### src/rtl/dadda_pkg.sv
package dadda_pkg;

    // Largest product width the elaboration-time planner supports
    localparam int MAXC = 64;

    // Output of a 3:2 or 2:2 counter
    typedef struct packed {
        logic carry;
        logic sum;
    } sc_t;

    // Selectors for plan_q
    typedef enum int {
        Q_HEIGHT = 0,
        Q_FULL   = 1,
        Q_HALF   = 2,
        Q_CIN    = 3
    } plan_sel_e;

    function automatic int min_w(input int n1, input int n2);
        return (n1 < n2) ? n1 : n2;
    endfunction

    // Term j (j >= 1) of the height-limit sequence
    function automatic int d_term(input int j);
        int d;
        d = 2;
        for (int i = 1; i < j; i++) d = (d * 3) / 2;
        return d;
    endfunction

    // Number of compression stages for given operand widths
    function automatic int stage_count(input int n1, input int n2);
        int j;
        j = 0;
        while (d_term(j + 1) < min_w(n1, n2)) j++;
        return j;
    endfunction

    // Height limit of stage index s (0 is the first stage)
    function automatic int stage_limit(input int n1, input int n2, input int s);
        return d_term(stage_count(n1, n2) - s);
    endfunction

    // Number of partial products in column c
    function automatic int init_height(input int n1, input int n2, input int c);
        int lo;
        int hi;
        lo = (c - n2 + 1 > 0) ? (c - n2 + 1) : 0;
        hi = (c < n1 - 1) ? c : (n1 - 1);
        return (hi >= lo) ? (hi - lo + 1) : 0;
    endfunction

    // Walk the reduction up to stage s, column c and report one quantity
    function automatic int plan_q(input int n1, input int n2, input int s,
                                  input int c, input plan_sel_e sel);
        int h   [MAXC];
        int nxt [MAXC];
        int cin;
        int tot;
        int ex;
        int nf;
        int nh;
        int lim;
        for (int k = 0; k < MAXC; k++) begin
            h[k]   = init_height(n1, n2, k);
            nxt[k] = 0;
        end
        for (int st = 0; st <= s; st++) begin
            lim = stage_limit(n1, n2, st);
            cin = 0;
            for (int k = 0; k < n1 + n2; k++) begin
                tot = h[k] + cin;
                ex  = (tot > lim) ? (tot - lim) : 0;
                nf  = ex / 2;
                nh  = ex % 2;
                if (st == s && k == c) begin
                    case (sel)
                        Q_HEIGHT: return h[k];
                        Q_FULL:   return nf;
                        Q_HALF:   return nh;
                        default:  return cin;
                    endcase
                end
                nxt[k] = tot - 2 * nf - nh;
                cin    = nf + nh;
            end
            for (int k = 0; k < MAXC; k++) h[k] = nxt[k];
        end
        return 0;
    endfunction

endpackage

### src/rtl/csa_cell.sv
module csa_cell (
    input  logic          x,
    input  logic          y,
    input  logic          z,
    output dadda_pkg::sc_t o
);
    assign o.sum   = x ^ y ^ z;
    assign o.carry = (x & y) | (x & z) | (y & z);
endmodule

### src/rtl/hsa_cell.sv
module hsa_cell (
    input  logic          x,
    input  logic          y,
    output dadda_pkg::sc_t o
);
    assign o.sum   = x ^ y;
    assign o.carry = x & y;
endmodule

### src/rtl/dadda_ppgen.sv
module dadda_ppgen #(
    parameter int N1 = 8,
    parameter int N2 = 8,
    localparam int W = N1 + N2,
    localparam int H = dadda_pkg::min_w(N1, N2)
) (
    input  logic [N1-1:0]         a,
    input  logic [N2-1:0]         b,
    output logic [W-1:0][H-1:0]   cols
);
    for (genvar c = 0; c < W; c++) begin : g_col
        localparam int LO = (c - N2 + 1 > 0) ? (c - N2 + 1) : 0;
        localparam int HT = dadda_pkg::init_height(N1, N2, c);
        for (genvar k = 0; k < H; k++) begin : g_slot
            if (k < HT) begin : g_live
                assign cols[c][k] = a[LO + k] & b[c - LO - k];
            end else begin : g_zero
                assign cols[c][k] = 1'b0;
            end
        end
    end
endmodule

### src/rtl/dadda_stage.sv
module dadda_stage #(
    parameter int N1  = 8,
    parameter int N2  = 8,
    parameter int STG = 0,
    localparam int W   = N1 + N2,
    localparam int H   = dadda_pkg::min_w(N1, N2),
    localparam int LIM = dadda_pkg::stage_limit(N1, N2, STG)
) (
    input  logic [W-1:0][H-1:0] bits_in,
    output logic [W-1:0][H-1:0] bits_out
);
    import dadda_pkg::*;

    // Carries leaving each column towards the next one up
    logic [W-1:0][H-1:0] cy;

    for (genvar c = 0; c < W; c++) begin : g_col
        localparam int HI   = plan_q(N1, N2, STG, c, Q_HEIGHT);
        localparam int NF   = plan_q(N1, N2, STG, c, Q_FULL);
        localparam int NH   = plan_q(N1, N2, STG, c, Q_HALF);
        localparam int CI   = plan_q(N1, N2, STG, c, Q_CIN);
        localparam int CO   = NF + NH;
        localparam int USED = 3 * NF + 2 * NH;
        localparam int PASS = HI - USED;
        localparam int NOUT = CO + PASS + CI;

        for (genvar f = 0; f < NF; f++) begin : g_fa
            sc_t r;
            csa_cell u_fa (
                .x(bits_in[c][3*f]),
                .y(bits_in[c][3*f+1]),
                .z(bits_in[c][3*f+2]),
                .o(r)
            );
            assign bits_out[c][f] = r.sum;
            assign cy[c][f]       = r.carry;
        end

        if (NH > 0) begin : g_ha
            sc_t r;
            hsa_cell u_ha (
                .x(bits_in[c][3*NF]),
                .y(bits_in[c][3*NF+1]),
                .o(r)
            );
            assign bits_out[c][NF] = r.sum;
            assign cy[c][NF]       = r.carry;
        end

        for (genvar p = 0; p < PASS; p++) begin : g_pass
            assign bits_out[c][CO + p] = bits_in[c][USED + p];
        end

        if (c > 0) begin : g_cin
            for (genvar k = 0; k < CI; k++) begin : g_k
                assign bits_out[c][CO + PASS + k] = cy[c-1][k];
            end
        end

        for (genvar z = NOUT; z < H; z++) begin : g_ozero
            assign bits_out[c][z] = 1'b0;
        end
        for (genvar z = CO; z < H; z++) begin : g_czero
            assign cy[c][z] = 1'b0;
        end

        if (HI < H) begin : g_inchk
            always_comb begin

                empty_slots_in_chk: assert (bits_in[c][H-1:HI] == '0)
                    else $error("stage %0d col %0d: slot above height is live", STG, c);
            end
        end

        if (NOUT > LIM) begin : g_bad
            // The planner must never leave a column above the stage limit
            always_comb begin

                stage_height_chk: assert (1'b0 == |bits_out[c])
                    else $error("stage %0d col %0d exceeds limit %0d", STG, c, LIM);
            end
        end
    end

    always_comb begin

        top_col_carry_chk: assert (cy[W-1] == '0)
            else $error("stage %0d: carry leaves top column", STG);
    end
endmodule

### src/rtl/dadda_cpa.sv
module dadda_cpa #(
    parameter int W = 16
) (
    input  logic [W-1:0] x,
    input  logic [W-1:0] y,
    output logic [W-1:0] s
);
    import dadda_pkg::*;

    logic [W:0] c;
    assign c[0] = 1'b0;

    for (genvar i = 0; i < W; i++) begin : g_bit
        sc_t r;
        csa_cell u_fa (
            .x(x[i]),
            .y(y[i]),
            .z(c[i]),
            .o(r)
        );
        assign s[i]   = r.sum;
        assign c[i+1] = r.carry;
    end

    always_comb begin

        no_overflow_chk: assert (c[W] == 1'b0)
            else $error("final adder carried out of product width");
    end
endmodule

### src/rtl/dadda_mul.sv
module dadda_mul #(
    parameter int N1 = 8,
    parameter int N2 = 8,
    localparam int W = N1 + N2,
    localparam int H = dadda_pkg::min_w(N1, N2),
    localparam int S = dadda_pkg::stage_count(N1, N2)
) (
    input  logic [N1-1:0] op_a,
    input  logic [N2-1:0] op_b,
    output logic [W-1:0]  prod
);
    logic [W-1:0][H-1:0] lvl [0:S];
    logic [W-1:0]        row_a;
    logic [W-1:0]        row_b;

    dadda_ppgen #(.N1(N1), .N2(N2)) u_pp (
        .a   (op_a),
        .b   (op_b),
        .cols(lvl[0])
    );

    for (genvar s = 0; s < S; s++) begin : g_stage
        dadda_stage #(.N1(N1), .N2(N2), .STG(s)) u_stg (
            .bits_in (lvl[s]),
            .bits_out(lvl[s+1])
        );
    end

    for (genvar c = 0; c < W; c++) begin : g_rows
        assign row_a[c] = lvl[S][c][0];
        if (H >= 2) begin : g_two
            assign row_b[c] = lvl[S][c][1];
        end else begin : g_one
            assign row_b[c] = 1'b0;
        end
        if (H > 2) begin : g_chk
            always_comb begin

                final_two_rows_chk: assert (lvl[S][c][H-1:2] == '0)
                    else $error("column %0d taller than two after last stage", c);
            end
        end
    end

    dadda_cpa #(.W(W)) u_cpa (
        .x(row_a),
        .y(row_b),
        .s(prod)
    );

    always_comb begin

        zero_operand_chk: assert (!((op_a == '0) || (op_b == '0)) || (prod == '0))
            else $error("nonzero product from a zero operand");

        lsb_product_chk: assert (prod[0] == (op_a[0] & op_b[0]))
            else $error("product bit 0 mismatch");
    end
endmodule

### config.mk
export PLATFORM = sky130hd
export DESIGN_NAME = dadda_mul
export DESIGN_NICKNAME = d
export VERILOG_FILES = /design/src/rtl/dadda_pkg.sv /design/src/rtl/csa_cell.sv /design/src/rtl/hsa_cell.sv /design/src/rtl/dadda_ppgen.sv /design/src/rtl/dadda_stage.sv /design/src/rtl/dadda_cpa.sv /design/src/rtl/dadda_mul.sv
export SDC_FILE = /design/constraint.sdc
export NUM_CORES = 1
export LEC_CHECK = 0
export ABC_AREA = 1
export BUFFER_PORTS_ARGS = -buffer_cell sky130_fd_sc_hd__buf_2
export CAP_MARGIN = 20
export CORE_MARGIN = 2
export CORE_UTILIZATION = 56
export DETAILED_ROUTE_END_ITERATION = 10
export GPL_TIMING_DRIVEN = 0
export PLACE_DENSITY = 0.86
export SYNTH_ARGS = -nofsm -noshare
export SYNTH_HDL_FRONTEND = slang
export SYNTH_HIERARCHICAL = 1
export SYNTH_SLANG_ARGS = --single-unit
### constraint.sdc
create_clock -name vclk -period 14.3
set_input_delay 2.145 -clock vclk [all_inputs]
set_output_delay 2.145 -clock vclk [all_outputs]
set_load 0.02 [all_outputs]
==> summary.txt, run 1 <==
Power
  • PwrDens: 81.9 mW/mm²
  • Logic pwr share: 1.000
  • NetSw: 121 µW
  • Leakage power: 0.00181 µW
  • Clock group share of total power: 0
  • Switching part of the total: 0.578
  • Worst vdd ir: 0.0718 mV
  • Int Pwr: 88.5 µW
  • Sequential group share of total power: 0

Synthesis
  • Syn avg cell area: 7.99 µm²
  • Synthesis Warnings: 6
  • Post-Syn Instances: 302
  • Mapped cell area: 0.00241 mm²

Placement
  • GP Congestion: 0.796
  • Detailed Place HPWL: 3.43 mm
  • I/O Buffers: 16

Timing
  • Final Hold Vio Count: 0
  • FMAX: 85.1 MHz
  • Final min period: 11.75 ns
  • Total negative slack: 0 ns
  • RSZ-0062 raised after global routing: no
  • Finish-stage setup viols: 0
  • Hold_ws: 5.21 ns
  • Final-report max-slew violation count: 0
  • Tcrit/Tclk final: 0.822

Cells and area
  • Nets: 396
  • Diode count: 0
  • Syn-to-layout area delta: 6.22%
  • # clk buffers: 0
  • Sequential cell area: 0 µm²
  • Share of cells above drive strength 1: 0.406
  • Seq cells: 0

Drt
  • Vias: 1509
  • Pre-Repair DR Iteration Count: 4
  • Routed len/inst: 10.1 µm
  • Residual DRC: 0
  • WL final: 3.72 mm
  • Drt via density: 4.08
  • Antenna Nets Post-Route: 0
  • Starting DRT DRC Count: 51

Hold path
  • Min-delay worst type: input port to primary output

CTS
  • Resized Gates After CTS: 0
  • Hold-fix buffers at CTS: 0
  • Post-CTS Setup Repair Bufs: 0

Setup path
  • Crit-path leading delay family: adder cells
  • Worst Path Required: 12.15 ns
  • CP endpoint kind: primary output
  • Largest stage delay, worst path: 0.47 ns
  • CP Buf/Inv Count: 7
  • Crit-path cells: buf_2 > nand2_1 > inv_1 > buf_4 > buf_4 > buf_4 > buf_4 > fa_1 > fa_1 > fa_1 > fa_1 > fa_1 > fa_1 > fa_1 > fa_1 > fa_1 > fa_1 > fa_1 > fa_1 > fa_1 > fa_1 > fa_1 > buf_2
  • Startpoint types: input port
  • Critical path type: input port to primary output
  • Crit-path max FO: 8
  • Crit path DAT: 9.61 ns
  • Worst path slowest cell: fa_1
  • Crit path top cell by count: fa_1

Die
  • Top-Level Pins: 32
  • Die width: 69.6 µm
  • CORE AREA: 0.00409 mm²
  • Die Area: 0.00485 mm²
  • Die Y-Extent: 69.6 µm
  • Row count: 23
  • Initial Util: 0.590

Outcome
  • Status: complete, no violations

Global route
  • First-pass GRT wire length: 6.82 mm
  • Vias in the first global route: 1605
  • Initial antenna violation count: 0
  • Largest net degree at the start of global routing: 9
  • Remaining Overflow, GRT: 0
  • GRT Overall Usage: 0.169

Flow run
  • Max-Cap Viols: 0
layout by cell type (no fill, tap or decap), drive strengths merged:
cell     n
buf    130
conb     4
fa      51
ha       7
inv     64
nand2   64
metrics by stage:
step	util	setup WS (ns)	cells	total power, µW	area, µm²
final	0.627	2.55	370	210	2560
after global routing	0.627	2.26	370	238	2560
after CTS	0.627	2.47	370	216	2560
after detailed placement	0.627	2.48	370	215	2560
after global placement	0.627	2.54	370	211	2560
after floorplan	-	2.87	304	182	2420
final cells by class:
cell class	instances	area, µm²
fill	344	1520
inverter	64	240
tap	50	62.6
multi-input combinational	126	1360
timing repair buffer	16	80.1
buffer	114	816
worst min-delay path: stages:
cell and delay, ns:
buf_2 0.16, nand2_1 0.06, inv_1 0.05, buf_4 0.09, buf_4 0.08, buf_4 0.08
buf_4 0.09, fa_1 0.14, buf_2 0.16
power by group through the flow:
stage	registers [µW]	logic, µW	clock network (µW)
after floorplan	0	182	0
after global placement	0	211	0
after detailed placement	0	215	0
after CTS	0	216	0
after global routing	0	238	0
final	0	210	0
path summary, 6_finish.rpt:
kind,from,to,slack (ns),depth (start not counted)
worst max-delay path,op_b[0],prod[15],2.55,23
worst min-delay path,op_a[0],prod[1],5.21,9
layer usage:
layer	global-route usage	up-vias	part of all wire
li1	-	764	-
met1	0.206	709	0.37
met2	0.347	32	0.59
met3	0.00145	4	0.031
met4	0.00855	0	0.0099
met5	0	-	0
Note: power is estimated with default switching activity, not from simulation.
==> run 2, diff against run 1 <==
--- a/config.mk
+++ b/config.mk
@@ -5,7 +5,7 @@
 export SDC_FILE = /design/constraint.sdc
 export NUM_CORES = 1
 export LEC_CHECK = 0
-export ABC_AREA = 1
+export ABC_AREA = 0
 export BUFFER_PORTS_ARGS = -buffer_cell sky130_fd_sc_hd__buf_2
 export CAP_MARGIN = 20
 export CORE_MARGIN = 2
==> constraint.sdc (replaced) <==
create_clock -name vclk -period 12.3
set_input_delay 1.845 -clock vclk [all_inputs]
set_output_delay 1.845 -clock vclk [all_outputs]
set_load 0.02 [all_outputs]
==> run 2 against run 1 <==
Net effect:
- cell area is 3.1% lower
- first-iteration DRC count fell by 73%
- sequential share of layout area did not move
- global-route usage rose by 1.1 points
- via count down 11%
- synthesized area shrank 6.6%
- total power up 17%
- combinational power up 17%
- hold slack lost 0.62 ns
- die area fell by 6.3%
- largest power group unchanged
==> summary.txt, run 2 <==
Synthesis
  • Post-Syn Instances: 222
  • Synthesis Warnings: 6
  • Syn avg cell area: 10.1 µm²
  • Mapped cell area: 0.00225 mm²

Global route
  • First-pass GRT wire length: 6.24 mm
  • Largest net degree at the start of global routing: 9
  • GRT Overall Usage: 0.181
  • Initial antenna violation count: 0
  • Vias in the first global route: 1455
  • Remaining Overflow, GRT: 0

Cells and area
  • Sequential cell area: 0 µm²
  • Syn-to-layout area delta: 10.2%
  • Cell Count, Final, Fillers Out: 306
  • # clk buffers: 0
  • Nets: 332
  • Seq cells: 0
  • Diode count: 0
  • Most common cell after layout, fill and taps aside: buf_4
  • Final Util: 0.630
  • Share of cells above drive strength 1: 0.508
  • Most frequent cells in the layout: buf_4 (98), and2_1 (64), fa_1 (51)

Setup path
  • Crit path top cell by count: fa_1
  • CP endpoint kind: primary output
  • Largest stage delay, worst path: 0.46 ns
  • Crit-path max FO: 8
  • Crit-path cells: buf_2 > and2_1 > buf_4 > buf_4 > buf_4 > buf_4 > fa_1 > fa_1 > fa_1 > fa_1 > fa_1 > fa_1 > fa_1 > fa_1 > fa_1 > fa_1 > fa_1 > fa_1 > fa_1 > fa_1 > fa_1 > buf_2
  • Critical path type: input port to primary output
  • Worst path slowest cell: fa_1
  • CP Buf/Inv Count: 6
  • Worst Path Required: 10.45 ns
  • Crit path DAT: 9.32 ns
  • Crit-path leading delay family: adder cells
  • Startpoint types: input port

Timing
  • Final min period: 11.16 ns
  • Final Hold Vio Count: 0
  • Hold_ws: 4.59 ns
  • FMAX: 89.6 MHz
  • Tcrit/Tclk final: 0.908
  • RSZ-0062 raised after global routing: no
  • Finish-stage setup viols: 0
  • Setup WS post-layout: 1.14 ns
  • Total negative slack: 0 ns
  • Final-report max-slew violation count: 0

Placement
  • Placed cell count: 306
  • Post-place setup slack: 1.09 ns
  • Detailed Place HPWL: 3.13 mm
  • GP Congestion: 0.752
  • I/O Buffers: 32

Hold path
  • HP Start: op_a[0]
  • Min-delay worst type: input port to primary output
  • WHS Endpoint: prod[1]
  • WHS Path Cells: 8

Power
  • Worst vdd ir: 0.100 mV
  • PwrDens: 98.9 mW/mm²
  • Leakage power: 0.00134 µW

Drt
  • Antenna Nets Post-Route: 0
  • Residual DRC: 0
  • Starting DRT DRC Count: 14
  • WL final: 3.43 mm
  • Vias: 1337
  • Routed len/inst: 11.2 µm
  • Pre-Repair DR Iteration Count: 4
  • Drt via density: 4.37

Die
  • Top-Level Pins: 32
  • Row count: 23
  • Initial Util: 0.571
  • Die Y-Extent: 67.4 µm
  • CORE AREA: 0.00394 mm²
  • Die Area: 0.00454 mm²
  • Die width: 67.4 µm

Flow run
  • Max-Cap Viols: 0

Outcome
  • Status: complete, no violations

CTS
  • Resized Gates After CTS: 0
  • Hold-fix buffers at CTS: 0
  • Post-CTS Setup Repair Bufs: 0
run 2: final cells by class:
class	count	area, µm²
Tap cell	50	62.6
Multi-Input combinational cell	126	1520
Fill cell	326	1460
Timing Repair Buffer	32	160
Buffer	98	736
run 2: worst max-delay path by stage:
stage                     startpoint        to  slack (ns)  depth (start not counted)
final                        op_a[1]  prod[15]        1.14                         22
after global routing         op_b[0]  prod[15]        0.85                         22
after CTS                    op_a[1]  prod[15]        1.06                         22
after detailed placement     op_b[0]  prod[15]        1.09                         22
after global placement       op_a[1]  prod[15]        1.10                         22
after floorplan              op_a[1]  prod[15]        1.56                         20
run 2: where the power goes:
group | leakage, µW | switching [µW] | total [µW] | internal [µW]
Clock | 0 | 0 | 0 | 0
Sequential | 0 | 0 | 0 | 0
Combinational | 0.00134 | 139 | 246 | 106
Total | 0.00134 | 139 | 246 | 106
run 2: layer usage:
layer  GRT usage  routed length [µm]  vias to the layer above
met1       0.212                1360                      674
met2       0.379                1970                       25
met3     0.00333                  88                        2
met4     0.00765                  10                        0
met5           0                   0                        -
li1            -                   -                      636
run 2: metrics by stage:
stage	power, µW	instance area, µm²
global placement	242	2480
CTS	251	2480
floorplan	206	2260
detailed placement	249	2480
global route	279	2480
finish	246	2480
==> run 3, diff against run 2 <==
--- a/config.mk
+++ b/config.mk
@@ -12,8 +12,7 @@
 export CORE_UTILIZATION = 56
 export DETAILED_ROUTE_END_ITERATION = 10
 export GPL_TIMING_DRIVEN = 0
-export PLACE_DENSITY = 0.86
+export PLACE_DENSITY = 0.93
 export SYNTH_ARGS = -nofsm -noshare
 export SYNTH_HDL_FRONTEND = slang
-export SYNTH_HIERARCHICAL = 1
 export SYNTH_SLANG_ARGS = --single-unit
==> run 3 against run 2 <==
Net effect:
- highest routed layer unchanged
- critical path type unchanged
- total power down 9.3%
- utilization up 2.8 points
- sequential share of layout area stayed put
- die area down 27%
- sequential cell count unchanged
- largest cell class unchanged
==> summary.txt, run 3 <==
Drt
  • Antenna Nets Post-Route: 0
  • Starting DRT DRC Count: 20
  • WL final: 2.98 mm
  • Pre-Repair DR Iteration Count: 4
  • Drt via density: 4.97
  • Residual DRC: 0
  • Routed len/inst: 12.7 µm
  • Vias: 1167

Setup path
  • Largest stage delay, worst path: 0.53 ns
  • Crit-path cells: buf_2 > and2_1 > ha_1 > inv_1 > fa_1 > inv_1 > fa_1 > fa_1 > inv_1 > fa_1 > inv_1 > fa_1 > fa_1 > fa_1 > fa_1 > fa_1 > fa_1 > fa_1 > fa_1 > fa_1 > buf_2
  • Critical path type: input port to primary output
  • Worst path slowest cell: fa_1
  • Crit path DAT: 8.09 ns
  • Crit-path leading delay family: adder cells
  • CP Buf/Inv Count: 6
  • Crit path top cell by count: fa_1
  • CP endpoint kind: primary output
  • Startpoint types: input port
  • Crit-path max FO: 8
  • Worst Path Required: 10.45 ns

Die
  • Die width: 57.7 µm
  • CORE AREA: 0.00276 mm²
  • Initial Util: 0.585
  • Top-Level Pins: 32
  • Die Y-Extent: 57.7 µm
  • Die Area: 0.00333 mm²
  • Row count: 19

Global route
  • Initial antenna violation count: 0
  • Most Crowded Layer GR: met2
  • GR Util met1: 0.273
  • First-pass GRT wire length: 5.73 mm
  • GRT met3 Usage: 0.00446
  • Remaining Overflow, GRT: 0
  • GR Util met2: 0.433
  • Largest net degree at the start of global routing: 9
  • GRT Overall Usage: 0.217
  • Vias in the first global route: 1339

Synthesis
  • Post-synth cell types: 6
  • Syn avg cell area: 9.38 µm²
  • Top-count cell post-synth: inv_1
  • Post-Syn Instances: 172
  • Synth top cells by count: inv_1 (50), fa_1 (48), and2_1 (44)
  • Post-synth top area share: 0.595
  • Main area contributors after synthesis: fa_1 (60%), and2_1 (17%), inv_1 (12%)
  • Mapped cell area: 0.00161 mm²
  • Synthesis Warnings: 0
  • Net Count, Synth: 244
  • Post-synthesis sequential area ratio: 0
  • Post-synth top area cell: fa_1

Timing
  • Final min period: 9.94 ns
  • Final Hold Vio Count: 0
  • Final-report max-slew violation count: 0
  • FMAX: 101 MHz
  • Total negative slack: 0 ns
  • Rel. slew slack: 0.888
  • Setup WS post-layout: 2.36 ns
  • RSZ-0062 raised after global routing: no
  • Tcrit/Tclk final: 0.808
  • Finish-stage setup viols: 0
  • Least-Margin Pin Slew: 0.168 ns

Placement
  • Detailed Place HPWL: 2.65 mm
  • Post-place setup slack: 2.32 ns
  • GP Congestion: 0.832
  • I/O Buffers: 32

Power
  • Leakage power: 0.000999 µW
  • Pwr Total: 223 µW
  • Worst vdd ir: 0.167 mV
  • PwrDens: 123 mW/mm²

Hold path
  • Min-delay worst type: input port to primary output
  • HP Start: op_a[0]
  • WHS Endpoint: prod[0]
  • WHS Path Cells: 4

Cells and area
  • Seq cells: 0
  • Most frequent cells in the layout: inv_1 (50), fa_1 (48), and2_1 (44)
  • Syn-to-layout area delta: 12.3%
  • Sequential cell area: 0 µm²
  • # clk buffers: 0
  • Nets: 278
  • Most common cell after layout, fill and taps aside: inv_1
  • Final Util: 0.657
  • Share of cells above drive strength 1: 0.167
  • Diode count: 0

CTS
  • Hold-fix buffers at CTS: 0
  • Post-CTS Setup Repair Bufs: 0
  • Resized Gates After CTS: 0

Flow run
  • Max-Cap Viols: 0

Outcome
  • Status: complete, no violations
[run 3: report_power, final]
part	total (µW)	internal, µW	switching, µW
Clock	0	0	0
Combinational	223	84.6	138
Sequential	0	0	0
Total	223	84.6	138
[run 3: cells by family (layout without fill, tap and decap cells)]
| logic type | Yosys count | after routing | synth area share |
|---|---|---|---|
| AND/OR/NAND/NOR | 64 | 64 | 0.217 |
| adder cells (fa/ha/maj) | 56 | 56 | 0.657 |
| buffers and inverters | 52 | 84 | 0.126 |
[run 3: per-layer routing]
metal / part of all wire / routed length [µm] / vias up
li1: - / - / 536
met1: 0.38 / 1140 / 606
met2: 0.59 / 1750 / 23
met3: 0.023 / 68 / 2
met4: 0.0057 / 17 / 0
met5: 0 / 0 / -
[run 3: metrics by stage]
step,hold WS [ns],instances,instance area (µm²)
global placement,4.19,235,1810
global route,4.26,235,1810
CTS,4.20,235,1810
floorplan,3.91,172,1610
finish,4.20,235,1810
detailed placement,4.20,235,1810
[run 3: worst max path at each step]
stage	start	end	depth (start not counted)
after floorplan	op_a[0]	prod[14]	19
after global placement	op_b[3]	prod[14]	21
after detailed placement	op_b[3]	prod[15]	22
after CTS	op_b[3]	prod[14]	21
after global routing	op_b[3]	prod[14]	21
final	op_b[3]	prod[14]	21
[run 3: layout make-up]
class | instances | area [µm²]
Multi-Input combinational cell | 120 | 1410
Fill cell | 235 | 945
Inverter | 50 | 188
Timing Repair Buffer | 32 | 160
Tap cell | 31 | 38.8
Buffer | 2 | 15.0
